## src/rtl/nrc_pkg.sv

```systemverilog
package nrc_pkg;
  typedef enum logic [1:0] {
    PH_IDLE    = 2'd0,
    PH_SEEK    = 2'd1,
    PH_REFILL  = 2'd2
  } phase_e;

  function automatic logic [3:0] sat_dec4(input logic [3:0] v);
    return (v == 4'd0) ? 4'd0 : v - 4'd1;
  endfunction

  function automatic logic rl_live(input logic [3:0] rl);
    return rl != 4'd0;
  endfunction
endpackage

```

## src/rtl/nrc_fsm.sv

```systemverilog
module nrc_fsm
  import nrc_pkg::*;
(
  input  logic       clk,
  input  logic       rst_n,
  input  logic       start_evt,
  input  logic       fetch,
  input  logic       head,
  input  logic       rl_nz,
  output phase_e     phase,
  output logic       refill_now
);
  phase_e nxt;
  logic   head_seen;
  assign head_seen = fetch && head;

  always_comb begin
    nxt = phase;
    unique case (phase)
      PH_IDLE:   if (start_evt) nxt = PH_SEEK;
      PH_SEEK:   if (head_seen) nxt = PH_REFILL;
      PH_REFILL: if (head_seen) nxt = PH_IDLE;
      default:   nxt = PH_IDLE;
    endcase
  end

  always_ff @(posedge clk) begin
    if (!rst_n) phase <= PH_IDLE;
    else        phase <= nxt;
  end

  // Refill: body fetches while refilling, plus the opening head fetch.
  always_comb begin
    refill_now = 1'b0;
    if (fetch && rl_nz) begin
      if (phase == PH_REFILL && !head) refill_now = 1'b1;
      if (phase == PH_SEEK && head)    refill_now = 1'b1;
    end
  end

  a_r2_idle_hold: assert property (@(posedge clk) disable iff (!rst_n)
    (phase == PH_IDLE && !start_evt) |=> phase == PH_IDLE);
  a_r2_idle_leave: assert property (@(posedge clk) disable iff (!rst_n)
    (phase == PH_IDLE && start_evt) |=> phase == PH_SEEK);
  a_r3_enter_refill: assert property (@(posedge clk) disable iff (!rst_n)
    (phase == PH_SEEK && fetch && head) |=> phase == PH_REFILL);
  a_r5_close_pass: assert property (@(posedge clk) disable iff (!rst_n)
    (phase == PH_REFILL && fetch && head) |=> phase == PH_IDLE);
  a_r10_start_ignored: assert property (@(posedge clk) disable iff (!rst_n)
    (phase != PH_IDLE && !(fetch && head)) |=> $stable(phase));
endmodule

```

## src/rtl/nrc_cnt_path.sv

```systemverilog
module nrc_cnt_path
  import nrc_pkg::*;
#(
  parameter int CNT_W = 4
) (
  input  logic             clk,
  input  logic             rst_n,
  input  logic             fetch,
  input  logic             nak,
  input  logic [CNT_W-1:0] rl,
  input  logic [CNT_W-1:0] cnt,
  input  logic             refill_now,
  output logic [CNT_W-1:0] cnt_out,
  output logic             we,
  output logic             skip
);
  logic nak_dec;
  assign nak_dec = nak && !fetch && rl_live(rl);

  always_comb begin
    cnt_out = cnt;
    we      = 1'b0;
    if (refill_now) begin
      cnt_out = rl;
      we      = 1'b1;
    end else if (nak_dec) begin
      cnt_out = sat_dec4(cnt);
      we      = 1'b1;
    end
  end

  assign skip = fetch && rl_live(rl) && !refill_now && (cnt == '0);

  a_r7_zero_rl_no_write: assert property (@(posedge clk) disable iff (!rst_n)
    (rl == '0) |-> !we);
  a_r8_saturate: assert property (@(posedge clk) disable iff (!rst_n)
    (nak && !fetch && cnt == '0) |-> cnt_out == '0);
  a_r11_nak_masked: assert property (@(posedge clk) disable iff (!rst_n)
    (fetch && !refill_now) |-> !we);
  a_r9_skip_no_write: assert property (@(posedge clk) disable iff (!rst_n)
    skip |-> !we);
endmodule

```

## src/rtl/nak_reload_ctrl.sv

```systemverilog
module nak_reload_ctrl
  import nrc_pkg::*;
(
  input  logic       clk,
  input  logic       rst_n,
  input  logic       start_evt_i,
  input  logic       qh_fetch_i,
  input  logic       qh_head_i,
  input  logic [3:0] qh_rl_i,
  input  logic [3:0] qh_cnt_i,
  input  logic       nak_i,
  output logic [3:0] cnt_o,
  output logic       cnt_we_o,
  output logic       skip_o,
  output logic [1:0] phase_o
);
  phase_e phase;
  logic   refill_now;

  nrc_fsm u_fsm (
    .clk(clk), .rst_n(rst_n), .start_evt(start_evt_i), .fetch(qh_fetch_i),
    .head(qh_head_i), .rl_nz(rl_live(qh_rl_i)), .phase(phase),
    .refill_now(refill_now)
  );

  nrc_cnt_path #(.CNT_W(4)) u_cnt (
    .clk(clk), .rst_n(rst_n), .fetch(qh_fetch_i), .nak(nak_i),
    .rl(qh_rl_i), .cnt(qh_cnt_i), .refill_now(refill_now),
    .cnt_out(cnt_o), .we(cnt_we_o), .skip(skip_o)
  );

  assign phase_o = phase;

  a_r6_no_refill_waiting: assert property (@(posedge clk) disable iff (!rst_n)
    (phase == PH_IDLE && qh_fetch_i) |-> !cnt_we_o);
  a_r5_head_not_refilled: assert property (@(posedge clk) disable iff (!rst_n)
    (phase == PH_REFILL && qh_fetch_i && qh_head_i) |-> !cnt_we_o);
endmodule

```

## config.mk

```make
export PLATFORM = sky130hd
export DESIGN_NAME = nak_reload_ctrl
export DESIGN_NICKNAME = d
export VERILOG_FILES = /design/src/rtl/nrc_pkg.sv /design/src/rtl/nrc_fsm.sv /design/src/rtl/nrc_cnt_path.sv /design/src/rtl/nak_reload_ctrl.sv
export SDC_FILE = /design/constraint.sdc
export NUM_CORES = 1
export LEC_CHECK = 0
export BUFFER_PORTS_ARGS = -buffer_cell sky130_fd_sc_hd__buf_2
export CAP_MARGIN = 20
export CORE_AREA = 2 2 39 41
export DETAILED_ROUTE_END_ITERATION = 10
export DIE_AREA = 0 0 41 43
export PLACE_DENSITY_LB_ADDON = 0.05
export SYNTH_ARGS = -nofsm -noshare
export SYNTH_HDL_FRONTEND = slang
export SYNTH_HIERARCHICAL = 1
export SYNTH_SLANG_ARGS = --single-unit
```

## constraint.sdc

```tcl
create_clock -name clk -period 1.9 [get_ports clk]
set_input_delay 0.285 -clock clk [delete_from_list [all_inputs] [get_ports clk]]
set_output_delay 0.285 -clock clk [all_outputs]
set_load 0.02 [all_outputs]
```

==> results of run 1 <==
how the worst max path moves through the flow:
| stage | startpoint | end | slack, ns |
|---|---|---|---|
| 2_1_floorplan | qh_rl_i[1] | cnt_o[0] | -0.01 |
| 3_3_place_gp | qh_cnt_i[1] | cnt_o[2] | -0.14 |
| 3_5_place_dp | qh_cnt_i[1] | cnt_o[2] | -0.15 |
| 4_1_cts | qh_cnt_i[1] | cnt_o[2] | -0.08 |
| 5_1_grt | qh_cnt_i[1] | cnt_o[2] | -0.12 |
| 6_report | qh_cnt_i[1] | cnt_o[2] | -0.08 |
logic make-up (layout without fill, tap and decap cells):
| kind of cell | after synthesis | in the layout | synth area share [%] |
|---|---|---|---|
| flops | 2 | 2 | 15.5 |
| simple gates | 18 | 18 | 47.3 |
| compound gates | 12 | 12 | 30.4 |
| buf+inv | 2 | 39 | 2.90 |
| mux | 1 | 1 | 3.86 |
cell usage in the layout (no fill, tap or decap), types with 2 or more instances in the layout:
master	n
a31oi_1	2
buf_2	16
buf_4	14
buf_6	4
clkbuf_4	3
nand2_1	2
nor2_1	2
o21ai_0	3
or4b_4	2
power by group through the flow:
stage	Clock, mW	Combinational [mW]	Sequential (mW)
finish	0.0935	0.120	0.0486
floorplan	0	0.0425	0.0513
detailed placement	0	0.100	0.0481
global placement	0	0.102	0.0481
global route	0.102	0.130	0.0492
CTS	0.101	0.112	0.0486
metrics by stage:
| stage | setup WS (ns) | instances | instance area [um^2] | util [%] | TNS, ns |
|---|---|---|---|---|---|
| floorplan | -0.0145 | 35 | 272 | - | -0.0159 |
| global placement | -0.139 | 85 | 494 | 35.7 | -0.509 |
| detailed placement | -0.155 | 85 | 494 | 35.7 | -0.662 |
| CTS | -0.0839 | 88 | 563 | 40.7 | -0.0839 |
| global route | -0.116 | 88 | 604 | 43.7 | -0.261 |
| finish | -0.0763 | 88 | 604 | 43.7 | -0.0764 |
worst max-delay path, delay by kind of cell:
family                 cells  cell delay (ns)
AND/OR/NAND/NOR            2             1.04
buffers and inverters      2             0.22
AO/OA/AOI/OAI              1             0.14
area by class of cell:
class	count	area (um^2)
Fill cell	155	779
Timing Repair Buffer	34	230
Tap cell	16	20.0
Sequential cell	2	45.0
Inverter	2	10.0
Clock buffer	3	22.5
Multi-Input combinational cell	31	277
repair_timing:
item,CTS,global route
gates resized for setup,14,9
pin swaps,5,3
cloned,0,0
setup endpoints to repair,6,5
routing by layer:
layer	track usage (%)	up-vias	share of wire [%]	routed length, um
met5	0	-	0	0
met4	8.00	0	0	0
met3	4.71	0	4.3	42
met2	19.4	12	49	478
met1	17.5	197	46	452
li1	-	218	-	-
==> metrics.txt, run 1 <==
Slew HR=78.6%; failing checks=setup timing; total track usage=13.8%; full die area=roughly 1800 um^2; DR WL/cell=around 11 um; H-tree depth=1; clk root buf=clkbuf_4; Reg with most FFs=u_fsm/phase; Worst Max-Slew Pin Slew=0.318 ns; Final WS setup=-0.0763 ns; hold_buf cts=0; vias per cell=4.85; fraction of registers with async set/reset=0%; r2r setup slk=1.03 ns; Pwr Total=262 uW; maximum vdd drop=0.351 mV; sequential power share=18.5%; post-synthesis net count=49; antenna cell count=0; routed wire length=973 um; skew final=0.00422 ns; Req. time, crit path=1.62 ns; Post-CTS Setup Inserts=0; post-route minimum period=1.98 ns; combinational share of power=45.8%; maximum clock insertion buffer count=2; Die H=roughly 43 um; total congestion overflow=0; switch share=31.9%; reg2reg end=u_fsm/phase[1]$_SDFFE_PN0P_; post-synth top area share=15.5%; initial antenna violation count=0; Internal=roughly 180 uW; CTS tree=yes; Primary FF master, synth=dfxtp_1; final RePlAce weighted congestion=approximately 0.67; NetSw=83.7 uW; biggest regs=u_fsm/phase: 2 flops; synth cell count leaders=a31oi_1 (3), nand2_1 (3), o21ai_0 (3); CP Cell Sequence=buf_6 > or4b_4 > or4b_4 > a31oi_4 > buf_6; Worst path max stage delay=0.53 ns; hold crit path type=in2reg; Port Buffers=21; Clk pin slew, worst setup/hold paths=0.03 ns; cell area after synthesis=259 um^2; Die Span X=41 um; CTS sink count=2; CTS buffer count=3; hold path depth=2; Reg2Reg Launch Point=u_fsm/phase[0]$_SDFFE_PN0P_; Clock Power Share=35.7%; Pwr per Cell Area=434 nW/um^2; Slowest cell on crit path=or4b_4; area grow syn2layout=133%; # rows=14; Mapped Avg Cell Area=between 7 and 8 um^2; crit end category=output port; static leakage=roughly 0.27 nW; core area=1380 um^2; Area contributors post-synth=dfxtp_1 (15%), a31oi_1 (7.2%), o21ai_0 (5.8%), or4_1 (5.8%), or4b_4 (5.3%); IO Count=22; sequential-to-total area share from yosys stat=15.5%; Post-DRT Antenna Nets=0; ratio of cells with drive above 1 in the final layout=70.8%; max reg flops=2; min-delay src=rst_n; Nets=88; starting DRC count in detailed routing=1; synth unique cells=23; period utilization=104%; outcome=finished, violations left; number of setup violations in the final report=2; largest net degree at the start of global routing=9; Clk Latency, worst-skew pair=0.22 ns; crit-path max FO=2; Critical Path Source Type=input port; Worst Path Arrival=1.69 ns; EDFF count, synth=0; Pre-antenna DRT Iters=2; DP Wirelength=just under 800 um; Vias=around 430; yosys warns=6; FMAX=between 500 and 600 MHz; FF+latch count, synth=2; initial core utilization=18.7%; drc violations=0; post-synth top area cell=dfxtp_1; Min Hold Slack=0.294 ns; Cells after Synth=35; number of global-route vias before repair=395; first-pass GRT wire length=1.61 mm; max cap viols=0; Hold EP=u_fsm/phase[1]$_SDFFE_PN0P_; Hold Violations, Final=0; Slew Viols, Final=0; RSZ-0062 raised after global routing=true; worst r2r path cells=4; Setup CP Type=in2out
No activity file was read; power rests on OpenSTA's default activity.
==> run 2: changes to the inputs <==
--- a/config.mk
+++ b/config.mk
@@ -5,6 +5,7 @@
 export SDC_FILE = /design/constraint.sdc
 export NUM_CORES = 1
 export LEC_CHECK = 0
+export ABC_AREA = 1
 export BUFFER_PORTS_ARGS = -buffer_cell sky130_fd_sc_hd__buf_2
 export CAP_MARGIN = 20
 export CORE_AREA = 2 2 39 41
==> metrics.txt, run 2 <==
DP Wirelength=788 um (-0.76%); Final TNS setup=0 ns (+0.0764 ns); area grow syn2layout=46.3%; number of setup violations in the final report=0 (-2); CTS tree=yes; synth cell count leaders=nand2_1 (29), nor2_1 (11), inv_1 (9); sequential-to-total area share from yosys stat=11.9% (-3.6 points); Worst Max-Slew Pin Slew=0.157 ns (-0.160 ns); FF+latch count, synth=2 (unchanged); most common cell after layout, fill and taps aside=nand2_1; Min Hold Slack=0.315 ns (+0.0211 ns); Reg with most FFs=u_fsm/phase; number of global-route vias before repair=394 (-0.25%); yosys warns=6 (unchanged); Req. time, crit path=1.62 ns (about the same); clk root buf=clkbuf_4; Primary FF master, synth=dfxtp_1; IO Count=22 (unchanged); Post-CTS Setup Inserts=0 (unchanged); Slew HR=89.4% (+11 points); final RePlAce weighted congestion=0.669 (+0.60%); Clk Latency, worst-skew pair=0.22 ns (about the same); Die Span X=41 um (unchanged); Slowest cell on crit path=dfxtp_2; maximum clock insertion buffer count=2 (unchanged); CP Cell Sequence=inv_2 > nand2_1 > nand2_1 > inv_1 > nor2_1 > buf_4 > nor2_1 > nand4_1 > nand2_1 > buf_2; total track usage=12.1% (-1.7 points); Worst path max stage delay=0.35 ns (-0.18 ns); skew final=0.00486 ns (+0.000642 ns); commonest cells after routing, fill and taps aside=nand2_1 (29), buf_2 (21), nor2_1 (11); full die area=1760 um^2 (unchanged); Area contributors post-synth=nand2_1 (32%), nor2_1 (12%), dfxtp_1 (12%), inv_1 (10%), nor2_4 (10%); crit-path max FO=5 (+3); crit end category=output port; post-synth top area cell=nand2_1; post-route minimum period=1.73 ns (-0.246 ns); vias per cell=4.23 (-13%); Nets=108 (+23%); CTS buffer count=3 (unchanged); starting DRC count in detailed routing=0 (-1); met3 Use GR=4.71% (unchanged); cell mode on critical path=nand2_1; Critical Path Source Type=flop; Post-DRT Antenna Nets=0 (unchanged); max cap viols=0 (unchanged); max reg flops=2 (unchanged); first-pass GRT wire length=1.41 mm (-12%); worst slack, placed=0.238 ns (+0.392 ns); hold_buf cts=0 (unchanged); Slew Viols, Final=0 (unchanged); Vias=457 (+7.0%); DR WL/cell=8.55 um (-23%); fraction of registers with async set/reset=0% (unchanged); total congestion overflow=0 (unchanged); Port Buffers=21 (unchanged); Clk pin slew, worst setup/hold paths=0.03 ns (about the same); synth unique cells=16 (-30%); biggest regs=u_fsm/phase: 2 flops; period utilization=91.1% (-13 points); GRT Max-Usage Layer=met2; core area=1380 um^2 (unchanged); Cells after Synth=67 (+91%); met1 GRT Util=11.5% (-6.1 points); H-tree depth=1 (unchanged); met2 usage=20.9% (+1.6 points); Setup CP Type=reg2out; ratio of cells with drive above 1 in the final layout=37.0% (-34 points); top-count cell post-synth=nand2_1; Final WS setup=0.170 ns (+0.246 ns); EDFF count, synth=0 (unchanged); post-synth top area share=32.2% (+17 points); static leakage=0.299 nW (+10%); Die H=43 um (unchanged); r2r setup slk=1.18 ns (+0.15 ns); # rows=14 (unchanged); largest net degree at the start of global routing=6 (-3); outcome=complete, no violations; routed wire length=923 um (-5.1%); post-synthesis net count=81 (+65%); hold crit path type=in2reg; Hold Violations, Final=0 (unchanged); maximum vdd drop=0.329 mV (-6.3%); antenna cell count=0 (unchanged); # resized after CTS=0 (-14); Pwr per Cell Area=507 nW/um^2 (+17%); RSZ-0062 raised after global routing=false; drc violations=0 (unchanged); initial antenna violation count=0 (unchanged); Mapped Avg Cell Area=5.04 um^2 (-32%); CTS sink count=2 (unchanged); initial core utilization=24.4% (+5.7 points); Worst Path Arrival=1.45 ns (-0.24 ns); Pre-antenna DRT Iters=1 (-1); cell area after synthesis=338 um^2 (+30%); FMAX=578 MHz (+14%)
==> run 2: cell type report <==
cell class / count / area [um^2]
tap: 16 / 20.0
fill: 180 / 890
clock buffer: 3 / 22.5
sequential: 2 / 41.3
inverter: 10 / 37.5
multi-input combinational: 55 / 260
timing repair buffer: 22 / 113
==> run 2: where the power goes <==
group | internal (mW) | total (mW) | switching (mW)
Sequential | 0.0460 | 0.0494 | 0.00335
Clock | 0.0696 | 0.0925 | 0.0229
Combinational | 0.0413 | 0.109 | 0.0674
Total | 0.157 | 0.251 | 0.0937
==> run 2: per-layer routing <==
metal | vias to the layer above | share of wire [%]
li1 | 253 | -
met1 | 194 | 42
met2 | 10 | 53
met3 | 0 | 4.6
met4 | 0 | 0
met5 | - | 0
==> run 2: cell families after synthesis <==
group | count (synthesis) | share of synthesized area [%]
AO/OA/AOI/OAI | 5 | 9.63
buffers and inverters | 10 | 11.1
flip-flops | 2 | 11.9
AND/OR/NAND/NOR | 50 | 67.4
==> run 2: worst max-delay path, delay by kind of cell, from the launching register on <==
family	cells	cell delay, ns
buffers and inverters	4	0.39
AND/OR/NAND/NOR	6	0.47
flip-flops	1	0.35
==> run 2: final timing paths <==
| check | start | endpoint | depth (start not counted) |
|---|---|---|---|
| max | u_fsm/phase[0]$_SDFFE_PN0P_ | cnt_o[2] | 10 |
| min | rst_n | u_fsm/phase[1]$_SDFFE_PN0P_ | 3 |
| max reg2reg | u_fsm/phase[0]$_SDFFE_PN0P_ | u_fsm/phase[1]$_SDFFE_PN0P_ | 5 |
| min reg2reg | u_fsm/phase[1]$_SDFFE_PN0P_ | u_fsm/phase[0]$_SDFFE_PN0P_ | 3 |
==> run 2: per-stage QoR <==
step	cells	utilization, %	cell area, um^2	total power, mW
after floorplan	67	-	338	0.116
after global placement	105	34.0	470	0.160
after detailed placement	105	34.0	470	0.160
after CTS	108	35.6	493	0.257
after global routing	108	35.7	494	0.269
final	108	35.7	494	0.251
==> run 3: changes to the inputs <==
--- a/config.mk
+++ b/config.mk
@@ -11,7 +11,9 @@
 export CORE_AREA = 2 2 39 41
 export DETAILED_ROUTE_END_ITERATION = 10
 export DIE_AREA = 0 0 41 43
+export GPL_TIMING_DRIVEN = 0
 export PLACE_DENSITY_LB_ADDON = 0.05
+export RECOVER_POWER = 50
 export SYNTH_ARGS = -nofsm -noshare
 export SYNTH_HDL_FRONTEND = slang
 export SYNTH_HIERARCHICAL = 1
==> metrics.txt, run 3 (synthesis results as in run 2) <==
Setup CP Type=reg2out; CTS tree=yes; antenna cell count=0 (unchanged); Die H=43 um (unchanged); max reg flops=2 (unchanged); maximum clock insertion buffer count=2 (unchanged); total congestion overflow=0 (unchanged); Worst Max-Slew Pin Slew=0.189 ns (+0.0317 ns); hold_buf cts=0 (unchanged); drc violations=0 (unchanged); commonest cells after routing, fill and taps aside=nand2_1 (29), buf_2 (21), nor2_1 (10); Reg with most FFs=u_fsm/phase; most common cell after layout, fill and taps aside=nand2_1; CTS sink count=2 (unchanged); Hold Violations, Final=0 (unchanged); Final TNS setup=0 ns (unchanged); number of global-route vias before repair=374 (-5.1%); Post-Route Utilization=36.4% (+0.72 points); Hold EP=u_fsm/phase[1]$_SDFFE_PN0P_; DP Wirelength=764 um (-3.0%); initial antenna violation count=0 (unchanged); Min Hold Slack=0.313 ns (-0.00190 ns); Req. time, crit path=1.62 ns (about the same); Critical Path Source Type=flop; outcome=complete, no violations; Port Buffers=21 (unchanged); skew final=0.00468 ns (-0.000183 ns); max cap viols=0 (unchanged); Reg2Reg Launch Point=u_fsm/phase[0]$_SDFFE_PN0P_; Pwr Total=253 uW (+1.0%); Routed met2 length=482 um (-1.8%); FMAX=570 MHz (-1.5%); hold path depth=3 (unchanged); biggest regs=u_fsm/phase: 2 flops; Pwr per Cell Area=502 nW/um^2 (-0.97%); dpl cell area=463 um^2 (-1.6%); routed wire length=940 um (+1.8%); Clk Latency, worst-skew pair=0.22 ns (about the same); number of setup violations in the final report=0 (unchanged); period utilization=92.4% (+1.3 points); worst r2r path cells=5 (unchanged); ratio of cells with drive above 1 in the final layout=37.6% (+0.68 points); post-route minimum period=1.76 ns (+0.0256 ns); Pre-antenna DRT Iters=4 (+3); core area=1380 um^2 (unchanged); H-tree depth=1 (unchanged); DR WL/cell=8.62 um (+0.91%); metal1 wirelength=397 um (+2.1%); crit end category=output port; clk root buf=clkbuf_4; Post-DRT Antenna Nets=0 (unchanged); vias per cell=4.21 (-0.48%); Nets=109 (+0.93%); Slew Viols, Final=0 (unchanged); final RePlAce weighted congestion=0.621 (-7.3%); full die area=1760 um^2 (unchanged); metal3 WL=60 um (+43%); largest net degree at the start of global routing=7 (+1); Clk pin slew, worst setup/hold paths=0.03 ns (about the same); initial core utilization=24.4% (unchanged); area grow syn2layout=49.3%; Die Span X=41 um (unchanged); starting DRC count in detailed routing=6 (+6); Slew HR=87.4% (-2.0 points); min-delay src=rst_n; IO Count=22 (unchanged); reg2reg end=u_fsm/phase[1]$_SDFFE_PN0P_; Max Used Layer=met3; hold crit path type=in2reg; Vias=459 (+0.44%); Worst Path Arrival=1.47 ns (+0.02 ns); # rows=14 (unchanged); Final Instance Area=504 um^2 (+2.0%); total track usage=12.1% (unchanged); first-pass GRT wire length=1.43 mm (+0.99%); CTS buffer count=3 (unchanged); crit-path max FO=3 (-2); static leakage=0.303 nW (+1.6%); r2r setup slk=1.19 ns (about the same); maximum vdd drop=0.339 mV (+2.9%)
run 3: cell count changes in the layout (fill, tap and decap cells not counted), sizes merged:
cell	previous run	this run
buf	22	23
run 3: worst max-delay path: stages, from the launching register on:
cell     delay, ns
dfxtp_1       0.34
inv_1         0.08
nand2_1       0.06
nand2_1       0.04
nand2_1       0.09
nor2_4        0.05
buf_4         0.12
nor2_1        0.13
nand4_1       0.11
nand2_1       0.08
buf_2         0.15
run 3: timing repair:
item,in CTS,in global routing
pin swaps,0,1
endpoints found under the setup margin,2,2
buffers inserted,0,2
resized for setup,2,1
run 3: layer usage:
layer	GRT usage (%)	vias up
li1	-	257
met1	12.7	190
met2	19.4	12
met3	5.24	0
met4	6.00	0
met5	0	-
run 3: cell type report:
cell class	count	area, um^2
Inverter	10	37.5
Fill cell	166	880
Multi-Input combinational cell	55	263
Sequential cell	2	41.3
Tap cell	16	20.0
Timing Repair Buffer	23	120
Clock buffer	3	22.5
run 3: per-stage QoR:
stage                     std cells  setup slack, ns
after floorplan                  67            0.140
after global placement          104         -0.00833
after detailed placement        104          0.00869
after CTS                       107           0.0672
after global routing            109         -0.00103
final                           109            0.144
run 3: report_power, final:
group | internal, mW | leakage (nW) | total, mW | switching (mW)
registers | 0.0460 | 0.0168 | 0.0494 | 0.00339
clock network | 0.0695 | 0.0138 | 0.0919 | 0.0223
logic | 0.0427 | 0.273 | 0.112 | 0.0693
total | 0.158 | 0.303 | 0.253 | 0.0950
run 3: how the worst max path moves through the flow:
stage / depth (start not counted) / to / slack [ns] / start
after global placement: 12 / cnt_o[0] / -0.008 / qh_rl_i[3]
after detailed placement: 12 / cnt_o[0] / 0.009 / qh_rl_i[3]
final: 10 / cnt_o[2] / 0.14 / u_fsm/phase[1]$_SDFFE_PN0P_
after CTS: 9 / cnt_o[0] / 0.07 / u_fsm/phase[0]$_SDFFE_PN0P_
after floorplan: 8 / cnt_o[0] / 0.14 / u_fsm/phase[0]$_SDFFE_PN0P_
after global routing: 10 / cnt_o[2] / -0.001 / u_fsm/phase[1]$_SDFFE_PN0P_
